**src/rtl/maxstar_pkg.sv**
```systemverilog
package maxstar_pkg;

  // Mode selector at the block edge
  typedef enum logic [1:0] {
    MODE_MAXSTAR = 2'b00,
    MODE_ADD     = 2'b01,
    MODE_SUB     = 2'b10,
    MODE_MAX     = 2'b11
  } mode_e;

  // ACS operation codes. Bit 5 = subtract q from p, bit 4 = flag test only,
  // bit 3 = absolute value into R3, bit 2 = select, bits 1:0 = flag to write.
  localparam logic [5:0] OPC_SUM   = 6'b000000;
  localparam logic [5:0] OPC_DIFF  = 6'b100000;
  localparam logic [5:0] OPC_PICK  = 6'b100100;
  localparam logic [5:0] OPC_ABSD  = 6'b101100;
  localparam logic [5:0] OPC_TEST1 = 6'b110010;
  localparam logic [5:0] OPC_TEST2 = 6'b110001;

  typedef enum logic [1:0] {
    PSRC_R1     = 2'd0,
    PSRC_LARGER = 2'd1,
    PSRC_K075   = 2'd2,
    PSRC_KSTEP  = 2'd3
  } psrc_e;

  typedef enum logic [1:0] {
    QSRC_R2   = 2'd0,
    QSRC_R3   = 2'd1,
    QSRC_CORR = 2'd2
  } qsrc_e;

  typedef struct packed {
    logic       load;
    logic       exec;
    logic [5:0] opcode;
    psrc_e      pSrc;
    qsrc_e      qSrc;
  } ctrl_t;

endpackage

```
**src/rtl/maxstar_ctrl.sv**
```systemverilog
module maxstar_ctrl
  import maxstar_pkg::*;
(
  input  logic  clk,
  input  logic  rstN,
  input  logic  start,
  input  mode_e mode,
  output ctrl_t ctrl
);

  typedef enum logic [2:0] {
    ST_IDLE, ST_ABS, ST_TEST1, ST_TEST2, ST_FINAL, ST_SINGLE
  } state_e;

  state_e state;
  mode_e  heldMode;

  always_ff @(posedge clk or negedge rstN) begin
    if (!rstN) begin
      state    <= ST_IDLE;
      heldMode <= MODE_MAXSTAR;
    end else begin
      case (state)
        ST_IDLE: if (start) begin
          heldMode <= mode;
          state    <= (mode == MODE_MAXSTAR) ? ST_ABS : ST_SINGLE;
        end
        ST_ABS:   state <= ST_TEST1;
        ST_TEST1: state <= ST_TEST2;
        ST_TEST2: state <= ST_FINAL;
        default:  state <= ST_IDLE;
      endcase
    end
  end

  always_comb begin
    ctrl        = '0;
    ctrl.pSrc   = PSRC_R1;
    ctrl.qSrc   = QSRC_R2;
    ctrl.opcode = OPC_SUM;
    ctrl.load   = (state == ST_IDLE) && start;
    case (state)
      ST_ABS: begin
        ctrl.exec = 1'b1; ctrl.opcode = OPC_ABSD;
      end
      ST_TEST1: begin
        ctrl.exec = 1'b1; ctrl.opcode = OPC_TEST1;
        ctrl.pSrc = PSRC_K075; ctrl.qSrc = QSRC_R3;
      end
      ST_TEST2: begin
        ctrl.exec = 1'b1; ctrl.opcode = OPC_TEST2;
        ctrl.pSrc = PSRC_KSTEP; ctrl.qSrc = QSRC_R3;
      end
      ST_FINAL: begin
        ctrl.exec = 1'b1; ctrl.opcode = OPC_SUM;
        ctrl.pSrc = PSRC_LARGER; ctrl.qSrc = QSRC_CORR;
      end
      ST_SINGLE: begin
        ctrl.exec = 1'b1;
        case (heldMode)
          MODE_SUB: ctrl.opcode = OPC_DIFF;
          MODE_MAX: ctrl.opcode = OPC_PICK;
          default:  ctrl.opcode = OPC_SUM;
        endcase
      end
      default: ;
    endcase
  end

endmodule

```
**src/rtl/maxstar_dp.sv**
```systemverilog
module maxstar_dp
  import maxstar_pkg::*;
#(
  parameter int DATA_W = 6,
  parameter int FRAC_W = 2
) (
  input  logic              clk,
  input  logic              rstN,
  input  ctrl_t             ctrl,
  input  logic [DATA_W-1:0] opA,
  input  logic [DATA_W-1:0] opB,
  output logic [DATA_W-1:0] result,
  output logic              done
);

  localparam int EW = DATA_W + 2;
  localparam logic [EW-1:0] K075  = EW'(3 << (FRAC_W - 2));
  localparam logic [EW-1:0] K050  = EW'(2 << (FRAC_W - 2));
  localparam logic [EW-1:0] K025  = EW'(1 << (FRAC_W - 2));
  localparam logic [EW-1:0] KTWO  = EW'(2 << FRAC_W);
  localparam logic [DATA_W-1:0] MAXPOS = {1'b0, {(DATA_W-1){1'b1}}};
  localparam logic [DATA_W-1:0] MINNEG = {1'b1, {(DATA_W-1){1'b0}}};

  logic [DATA_W-1:0] r1, r2;
  logic [DATA_W:0]   r3;
  logic              c0, c1, c2;

  logic [EW-1:0]     pOp, qOp, qEff, sum, corr;
  logic [DATA_W:0]   absVal;
  logic [DATA_W-1:0] satVal, pickVal;
  logic [2:0]        hiBits;
  logic              subtract, neg, inRange;

  always_comb begin
    case ({c1, c2})
      2'b00:   corr = K075;
      2'b01:   corr = K050;
      2'b10:   corr = K025;
      default: corr = '0;
    endcase

    case (ctrl.pSrc)
      PSRC_R1:     pOp = {{2{r1[DATA_W-1]}}, r1};
      PSRC_LARGER: pOp = c0 ? {{2{r1[DATA_W-1]}}, r1} : {{2{r2[DATA_W-1]}}, r2};
      PSRC_K075:   pOp = K075;
      default:     pOp = c1 ? KTWO : '0;
    endcase

    case (ctrl.qSrc)
      QSRC_R2:   qOp = {{2{r2[DATA_W-1]}}, r2};
      QSRC_R3:   qOp = {1'b0, r3};
      default:   qOp = corr;
    endcase

    subtract = ctrl.opcode[5];
    qEff     = subtract ? ~qOp : qOp;
    sum      = pOp + qEff + EW'(subtract);
    neg      = sum[EW-1];
    // ones' complement of a negative difference: no increment stage
    absVal   = neg ? ~sum[DATA_W:0] : sum[DATA_W:0];
    hiBits   = sum[EW-1:DATA_W-1];
    inRange  = (hiBits == 3'b000) || (hiBits == 3'b111);
    satVal   = inRange ? sum[DATA_W-1:0] : (neg ? MINNEG : MAXPOS);
    pickVal  = neg ? qOp[DATA_W-1:0] : pOp[DATA_W-1:0];
  end

  always_ff @(posedge clk or negedge rstN) begin
    if (!rstN) begin
      r1 <= '0; r2 <= '0; r3 <= '0;
      c0 <= 1'b0; c1 <= 1'b0; c2 <= 1'b0;
      result <= '0;
      done   <= 1'b0;
    end else begin
      done <= 1'b0;
      if (ctrl.load) begin
        r1 <= opA;
        r2 <= opB;
      end
      if (ctrl.exec) begin
        case (ctrl.opcode)
          OPC_ABSD: begin
            r3 <= absVal;
            c0 <= ~neg;
          end
          OPC_TEST1: c1 <= neg;
          OPC_TEST2: c2 <= neg;
          OPC_PICK: begin
            result <= pickVal;
            done   <= 1'b1;
          end
          OPC_SUM, OPC_DIFF: begin
            result <= satVal;
            done   <= 1'b1;
          end
          default: ;
        endcase
      end
    end
  end

endmodule

```
**src/rtl/maxstar_acs.sv**
```systemverilog
module maxstar_acs
  import maxstar_pkg::*;
#(
  parameter int DATA_W = 6,
  parameter int FRAC_W = 2
) (
  input  logic              clk,
  input  logic              rstN,
  input  logic              start,
  input  logic [1:0]        mode,
  input  logic [DATA_W-1:0] opA,
  input  logic [DATA_W-1:0] opB,
  output logic [DATA_W-1:0] result,
  output logic              done
);

  ctrl_t ctrl;

  maxstar_ctrl u_ctrl (
    .clk   (clk),
    .rstN  (rstN),
    .start (start),
    .mode  (mode_e'(mode)),
    .ctrl  (ctrl)
  );

  maxstar_dp #(.DATA_W(DATA_W), .FRAC_W(FRAC_W)) u_dp (
    .clk    (clk),
    .rstN   (rstN),
    .ctrl   (ctrl),
    .opA    (opA),
    .opB    (opB),
    .result (result),
    .done   (done)
  );

endmodule

```
**config.mk**
```make
export PLATFORM = sky130hd
export DESIGN_NAME = maxstar_acs
export DESIGN_NICKNAME = d
export VERILOG_FILES = /design/src/rtl/maxstar_pkg.sv /design/src/rtl/maxstar_ctrl.sv /design/src/rtl/maxstar_dp.sv /design/src/rtl/maxstar_acs.sv
export SDC_FILE = /design/constraint.sdc
export NUM_CORES = 1
export LEC_CHECK = 0
export BUFFER_PORTS_ARGS = -buffer_cell sky130_fd_sc_hd__buf_2
export CAP_MARGIN = 20
export CORE_MARGIN = 3
export CORE_UTILIZATION = 38
export DETAILED_ROUTE_END_ITERATION = 6
export PLACE_DENSITY = 0.52
export SYNTH_ARGS = -nofsm -noshare
export SYNTH_HDL_FRONTEND = slang
export SYNTH_SLANG_ARGS = --single-unit
export TNS_END_PERCENT = 20
```
**constraint.sdc**
```tcl
create_clock -name clk -period 9.2 [get_ports clk]
set_clock_uncertainty 0.2 [all_clocks]
set_input_delay 1.84 -clock clk [delete_from_list [all_inputs] [get_ports clk]]
set_output_delay 1.84 -clock clk [all_outputs]
set_load 0.01 [all_outputs]
```
Word level (Yosys, flattened, before mapping)
Index checks and enable logic that the tools add are counted.
{ "word_totals": {"n_memories": 0, "ram_bits": 0, "latch_bits": 0, "regBits": 34, "elab_cells": 70, "output_inout_bits": 7, "rom_bits": 0} }
{ "classes": {"multipliers": 0, "shifts": 0, "n_eq_ne": 19, "addsub": 2, "reduce_logical": 17, "magnitude_cmp": 0, "n_div": 0, "n_mux": 19, "bitwise": 3} }
{ "ops": {"columns": ["op", "n"], "rows": [
  ["$pmux W7 S5", 1],
  ["$eq A6 B6 Y1 const B", 5],
  ["$pmux W6 S2", 2],
  ["$pmux W8 S3", 1],
  ["$mux W6", 3],
  ["$mux W8", 2],
  ["$pmux W8 S2", 1],
  ["$pmux W3 S4", 1],
  ["$pmux W4 S3", 1],
  ["$reduce_and A2 Y1", 5],
  ["$eq A3 B3 Y1 const B", 3],
  ["$add A8 B1 Y8", 1],
  ["$add A8 B8 Y8", 1],
  ["$eq A2 B2 Y1 const B", 4],
  ["$logic_not A2 Y1", 4],
  ["$not A8 Y8", 1],
  ["$mux W7", 1],
  ["$not A7 Y7", 1],
  ["$eq A2 B1 Y1 const B", 3],
  ["$eq A3 B2 Y1 const B", 2],
  ["$logic_not A3 Y1", 2],
  ["$logic_not A6 Y1", 1],
  ["$mux W3", 2],
  ["$pmux W2 S3", 1],
  ["10 further kinds", 11]
]} }

Depth between registers and ports, before layout
{ "depth": {"word_depth": 12, "mapped_depth": 16} }

By module
A second synthesis with hierarchy kept.
{ "unflattened": {"hier_cells": 259, "hier_area_um2": 2518.7} }
{ "by_module_without_submodules": {"columns": ["module", "area_per_inst_um2", "cells_per_inst", "instances"], "rows": [
  ["maxstar_dp", 2195.9, 226, 1],
  ["maxstar_ctrl", 322.8, 33, 1]
]} }

Worst setup path before layout
Ideal clock, no wire load.
{ "synth_timing": {"kind": "register to register", "startpoint": "reg u_ctrl.state[1]", "endpoint": "reg u_dp.result[4]", "period_less_slack_ns": 3.688, "setup_time_ns": 0.101, "path_slack_ns": 5.512, "arrival_ns": 3.387, "path_stages_with_launch": 16, "path_cell_list": "dfrtp_1 > buf_4 > clkbuf_1 > clkbuf_1 > mux2i_1 > o21ai_0 > xnor2_1 > inv_1 > ha_1 > a21o_1 > a21oi_1 > a21oi_2 > o31a_4 > nor2_4 > mux2_4 > nor4_1"} }
{ "synth_between": {"elab_chain_len": 12} }
{ "synth_lines": {"columns": ["element", "line_no", "rtl"], "rows": [
  ["start, declared", "maxstar_ctrl.sv:15", "state_e state;"],
  ["start signal, assigned", "maxstar_ctrl.sv:26", "state <= (mode == MODE_MAXSTAR) ? ST_ABS : ST_SINGLE;"],
  ["$eq A3 B3 Y1 or $eq A3 B2 Y1 (tied branches)", "maxstar_ctrl.sv:42", "case (state)"],
  ["$pmux W4 S3", "maxstar_ctrl.sv:42", null],
  ["$eq A2 B1 Y1 or $logic_not A2 Y1 (tied branches)", "maxstar_dp.sv:49", "case (ctrl.qSrc)"],
  ["$pmux W8 S2", "maxstar_dp.sv:49", null],
  ["$not A8 Y8", "maxstar_dp.sv:56", "qEff = subtract ? ~qOp : qOp;"],
  ["$mux W8", "maxstar_dp.sv:56", null],
  ["$add A8 B8 Y8", "maxstar_dp.sv:57", "sum = pOp + qEff + EW'(subtract);"],
  ["$add A8 B1 Y8", "maxstar_dp.sv:57", null],
  ["$eq A3 B3 Y1 or $logic_not A3 Y1 (tied branches)", "maxstar_dp.sv:62", "inRange = (hiBits == 3'b000) || (hiBits == 3'b111);"],
  ["$logic_or A1 B1 Y1", "maxstar_dp.sv:62", null],
  ["$mux W6", "maxstar_dp.sv:63", "satVal = inRange ? sum[DATA_W-1:0] : (neg ? MINNEG : MAXPOS);"],
  ["$pmux W6 S2", "maxstar_dp.sv:80", "case (ctrl.opcode)"],
  ["end signal, assigned", "maxstar_dp.sv:88", "result <= pickVal;"],
  ["end signal, assigned", "maxstar_dp.sv:92", "result <= satVal;"],
  ["end, declared", "maxstar_dp.sv:12", "output logic [DATA_W-1:0] result,"]
]} }
Parallel ways exist; a longest one is shown, timed or not.
A chain may end at the register's enable or synchronous reset.

Final worst setup path
{ "layout_timing": {"startpoint": "reg u_ctrl.state[2]", "endpoint": "reg u_dp.result[4]"} }
The elaborated chain is that of the path after synthesis.

==> reports/qor.csv <==
stage,metric,value,unit
floorplan,core region area,6060,sq um
critical_path,Setup CP Type,register to register,
timing,Worst Max-Slew Pin Slew,0.898,ns
critical_path,end of the worst register-to-register path,u_dp.result[4]$_DFFE_PN0P_,
clock_tree,cts hold-fix bufs,0,
layout,Area Overhead vs Synth,9.87,%
placement,final weighted congestion of routability-driven global placement,0.873,
timing,final setup fails,0,
critical_path,biggest cell delay along the critical path,0.84,ns
timing,share of the clock period used by the worst path,50.1,%
layout,"Net count, final",316,
detailed_routing,Routed WL,6440,microns
worst_hold_path,startpoint of the tightest hold check path,u_dp.r3[6]$_DFFE_PN0P_,
critical_path,RR Startpoint,u_ctrl.state[2]$_DFFE_PN0P_,
worst_hold_path,worst hold path cell count,2,
detailed_routing,routed length on met1,3090,microns
clock_tree,insertion delay of the later-clocked pin in the worst-skew pair,0.29,ns
logic_synthesis,warning count from the yosys run,0,
detailed_routing,Vias per Instance,5.71,
clock_tree,TritonCTS Sinks,34,
clock_tree,number of H-tree levels,2,
global_routing,pin count of the biggest net entering global routing,35,
detailed_routing,Antenna Violating Nets Remaining,0,
clock_tree,Post-CTS Setup Bufs,0,
logic_synthesis,synthesized instance count,277,
layout,final cell count without fillers,368,
detailed_routing,Top Layer Used,met4,
placement,Cells after DPL,360,
timing,count of final hold-check violations,0,
detailed_routing,drc violations,0,
worst_hold_path,class of the tightest hold or removal check,register to register,
detailed_routing,routed wl met2,2930,microns
global_routing,number of antenna violations at the first check in global routing,0,
status,outcome,"complete, no violations",
detailed_routing,total iterations of the first detailed-routing run,4,
timing,Max Fclk,217,MHz
logic_synthesis,Post-synth top flop,sky130_fd_sc_hd__dfrtp_1,
timing,Total Neg Setup Slack,0,ns
timing,final-report max-slew violation count,0,
critical_path,Setup crit end kind,register,
clock_tree,CTS tree,done,
placement,post-detail-place hpwl,4790,microns
layout,area of all placed cells without fillers,2690,sq um
detailed_routing,initial DRC count,152,
logic_synthesis,sequential area share after synthesis,34.8,%
critical_path,"critical path fanouts, max",26,
floorplan,height of the chip,86.3,microns
worst_hold_path,"Endpoint, Worst Hold",u_dp.r3[6]$_DFFE_PN0P_,
clock_tree,number of buffers on the longest clock path,2,
critical_path,signal arrival time at the worst endpoint,4.59,ns
timing,RSZ-0062 raised after global routing,no,
detailed_routing,Vias,2101,
layout,final standard cell utilization of the core,44.4,%
job,max cap viols,0,
clock_tree,post-cts resize count,0,
detailed_routing,Detail Route met3 WL,347,microns
logic_synthesis,number of synthesized register bits,34,
critical_path,sequence of cells on the critical path,inv_1 > nand2_1 > o22ai_1 > nor2_1 > xor2_1 > ha_1 > a21o_1 > a21oi_1 > a21oi_2 > o31a_4 > nor2_4 > mux2_4 > nor4_1,
logic_synthesis,number of enable-type register cells in the synthesized netlist,0,
global_routing,first-pass GRT wire length,10600,microns
layout,share of post-route cells with drive strength above 1,17.7,%
detailed_routing,average wire per cell in the routed design,17.5,microns
floorplan,Horiz. Die Dim,86.3,microns
layout,ant diodes,0,
floorplan,die area,7440,sq um
critical_path,register-to-register setup slack,4.59,ns
placement,count of input and output buffers,23,
clock_tree,Worst-path clk slew,0.07,ns
logic_synthesis,post-synth design cell area,2450,sq um
critical_path,slowest library cell on the worst path,sky130_fd_sc_hd__dfrtp_1,
floorplan,site row count,28,
critical_path,crit path launch type,register,
critical_path,number of cell instances on the worst register-to-register path,13,
logic_synthesis,"Async S/R FF share, synth",100,%
global_routing,vias in the first global route,2033,
floorplan,number of primary I/O pins,24,
placement,instance area at placement,2580,sq um
critical_path,data required time of the critical path,9.19,ns
clock_tree,number of buffers created by CTS,5,
logic_synthesis,Synth Area per Inst,8.84,sq um
timing,final critical-path required period,4.61,ns
logic_synthesis,number of different library cells in the post-synthesis netlist,58,
global_routing,overall global routing resource usage,18.3,%
global_routing,aggregate global routing overflow,0,
clock_tree,root buf cell,sky130_fd_sc_hd__clkbuf_8,
logic_synthesis,net count after synthesis,301,
floorplan,starting utilization of the core area,40.4,%
timing,Rel. slew slack,40.2,%
## synthesized netlist by cell type, types with 3 or more instances
master	instances	area, sq um
sky130_fd_sc_hd__and3_1	3	18.8
sky130_fd_sc_hd__nand2b_1	5	31.3
sky130_fd_sc_hd__o221ai_1	3	26.3
sky130_fd_sc_hd__a21boi_0	3	22.5
sky130_fd_sc_hd__nor3_1	4	20.0
sky130_fd_sc_hd__nand2_1	26	97.6
sky130_fd_sc_hd__clkbuf_1	8	30.0
sky130_fd_sc_hd__mux2i_1	5	50.1
sky130_fd_sc_hd__nor2b_1	3	18.8
sky130_fd_sc_hd__a21oi_1	19	95.1
sky130_fd_sc_hd__xnor2_1	8	70.1
sky130_fd_sc_hd__and2_1	3	18.8
sky130_fd_sc_hd__dfrtp_1	34	851
sky130_fd_sc_hd__a211oi_1	8	60.1
sky130_fd_sc_hd__mux2_2	12	135
sky130_fd_sc_hd__xor2_1	10	87.6
sky130_fd_sc_hd__ha_1	6	75.1
sky130_fd_sc_hd__o21ai_0	26	130
sky130_fd_sc_hd__o22ai_1	6	37.5
sky130_fd_sc_hd__nor2_1	25	93.8
sky130_fd_sc_hd__nand3_1	3	15.0
sky130_fd_sc_hd__inv_1	11	41.3
sky130_fd_sc_hd__o31ai_1	3	22.5
## per-layer routing
layer | vias to the layer above | global-route usage, %
li1 | 1026 | -
met1 | 1012 | 26.1
met2 | 57 | 28.5
met3 | 6 | 2.95
met4 | 0 | 5.38
met5 | - | 0
## kinds of logic (layout without fill, tap and decap cells)
| logic type | after synthesis | count (layout) | share of synthesized area, % |
|---|---|---|---|
| xor+xnor | 18 | 18 | 6.44 |
| fa+ha+maj | 7 | 7 | 3.89 |
| mux | 18 | 18 | 8.18 |
| simple gates | 84 | 84 | 17.1 |
| buf+inv | 27 | 43 | 4.86 |
| compound gates | 89 | 89 | 24.7 |
| flops | 34 | 34 | 34.8 |
## sequential cells by signal, indices dropped and copies added, names as in the netlist
signal / flops
u_dp.c2: 1
u_ctrl.state: 3
u_dp.c1: 1
u_dp.r2: 6
u_dp.r1: 6
u_dp.c0: 1
u_dp.result: 6
u_dp.r3: 7
u_ctrl.heldMode: 2
u_dp.done: 1
## worst max-delay path by stage
stage / startpoint / end / slack, ns / depth (start not counted)
global route: u_ctrl.state[2]$_DFFE_PN0P_ / u_dp.result[4]$_DFFE_PN0P_ / 4.13 / 13
finish: u_ctrl.state[2]$_DFFE_PN0P_ / u_dp.result[4]$_DFFE_PN0P_ / 4.59 / 13
global placement: u_ctrl.state[2]$_DFFE_PN0P_ / u_dp.result[4]$_DFFE_PN0P_ / 4.72 / 13
detailed placement: u_ctrl.state[2]$_DFFE_PN0P_ / u_dp.result[4]$_DFFE_PN0P_ / 4.65 / 13
CTS: u_ctrl.state[2]$_DFFE_PN0P_ / u_dp.result[4]$_DFFE_PN0P_ / 4.60 / 13
floorplan: u_ctrl.state[1]$_DFFE_PN0P_ / u_dp.result[4]$_DFFE_PN0P_ / 5.51 / 15
## through the flow
stage,hold slack (ns),worst slack (ns)
4_1_cts,0.292,4.60
2_1_floorplan,0.242,5.51
5_1_grt,0.324,4.13
6_report,0.282,4.59
3_3_place_gp,0.260,4.72
3_5_place_dp,0.276,4.65
## worst max-delay path: cells and delay by family, from the launching register on
kind,cells,cell delay [ns]
DFF,1,0.84
adders and majority gates,1,0.31
muxes,1,0.35
AOI/OAI and AO/OA,5,1.02
xor gates and xnor gates,1,0.17
and+or+nand+nor,4,1.20
buffers and inverters,1,0.41
## layout make-up
type                       count  area (sq um)
fill                         619          3370
multi-input combinational    216          1480
sequential                    34           851
timing repair buffer          23           115
tap                           75          93.8
clock buffer                   7          76.3
inverter                      12          45.0
clock inverter                 1          30.0
## layout by cell type (no fill, tap or decap), types with 2 or more instances in the layout
cell                       Yosys  layout
sky130_fd_sc_hd__nor2b_1       3       3
sky130_fd_sc_hd__and2_1        3       3
sky130_fd_sc_hd__inv_1        11      11
sky130_fd_sc_hd__clkbuf_1      8       2
sky130_fd_sc_hd__a21boi_0      3       3
sky130_fd_sc_hd__nor4_1        2       2
sky130_fd_sc_hd__o21bai_1      2       2
sky130_fd_sc_hd__or3_1         2       2
sky130_fd_sc_hd__a21oi_1      19      19
sky130_fd_sc_hd__buf_2         2      23
sky130_fd_sc_hd__o22ai_1       6       6
sky130_fd_sc_hd__nand3_1       3       3
sky130_fd_sc_hd__mux2_2       12      12
sky130_fd_sc_hd__o21ai_0      26      26
sky130_fd_sc_hd__o211ai_1      2       2
sky130_fd_sc_hd__xnor2_1       8       8
sky130_fd_sc_hd__a21o_1        2       2
sky130_fd_sc_hd__nor2_1       25      25
sky130_fd_sc_hd__xor2_1       10      10
sky130_fd_sc_hd__nor3_1        4       4
sky130_fd_sc_hd__o31ai_1       3       3
sky130_fd_sc_hd__dfrtp_1      34      34
sky130_fd_sc_hd__a211oi_1      8       8
sky130_fd_sc_hd__o221ai_1      3       3
sky130_fd_sc_hd__nand2b_1      5       5
sky130_fd_sc_hd__mux2i_1       5       5
sky130_fd_sc_hd__ha_1          6       6
sky130_fd_sc_hd__and3_1        3       3
sky130_fd_sc_hd__nand2_1      26      26
sky130_fd_sc_hd__clkbuf_8      0       5
Power is not shown: default switching activity piles up to over one toggle a cycle in this logic, so the estimate is an artifact.
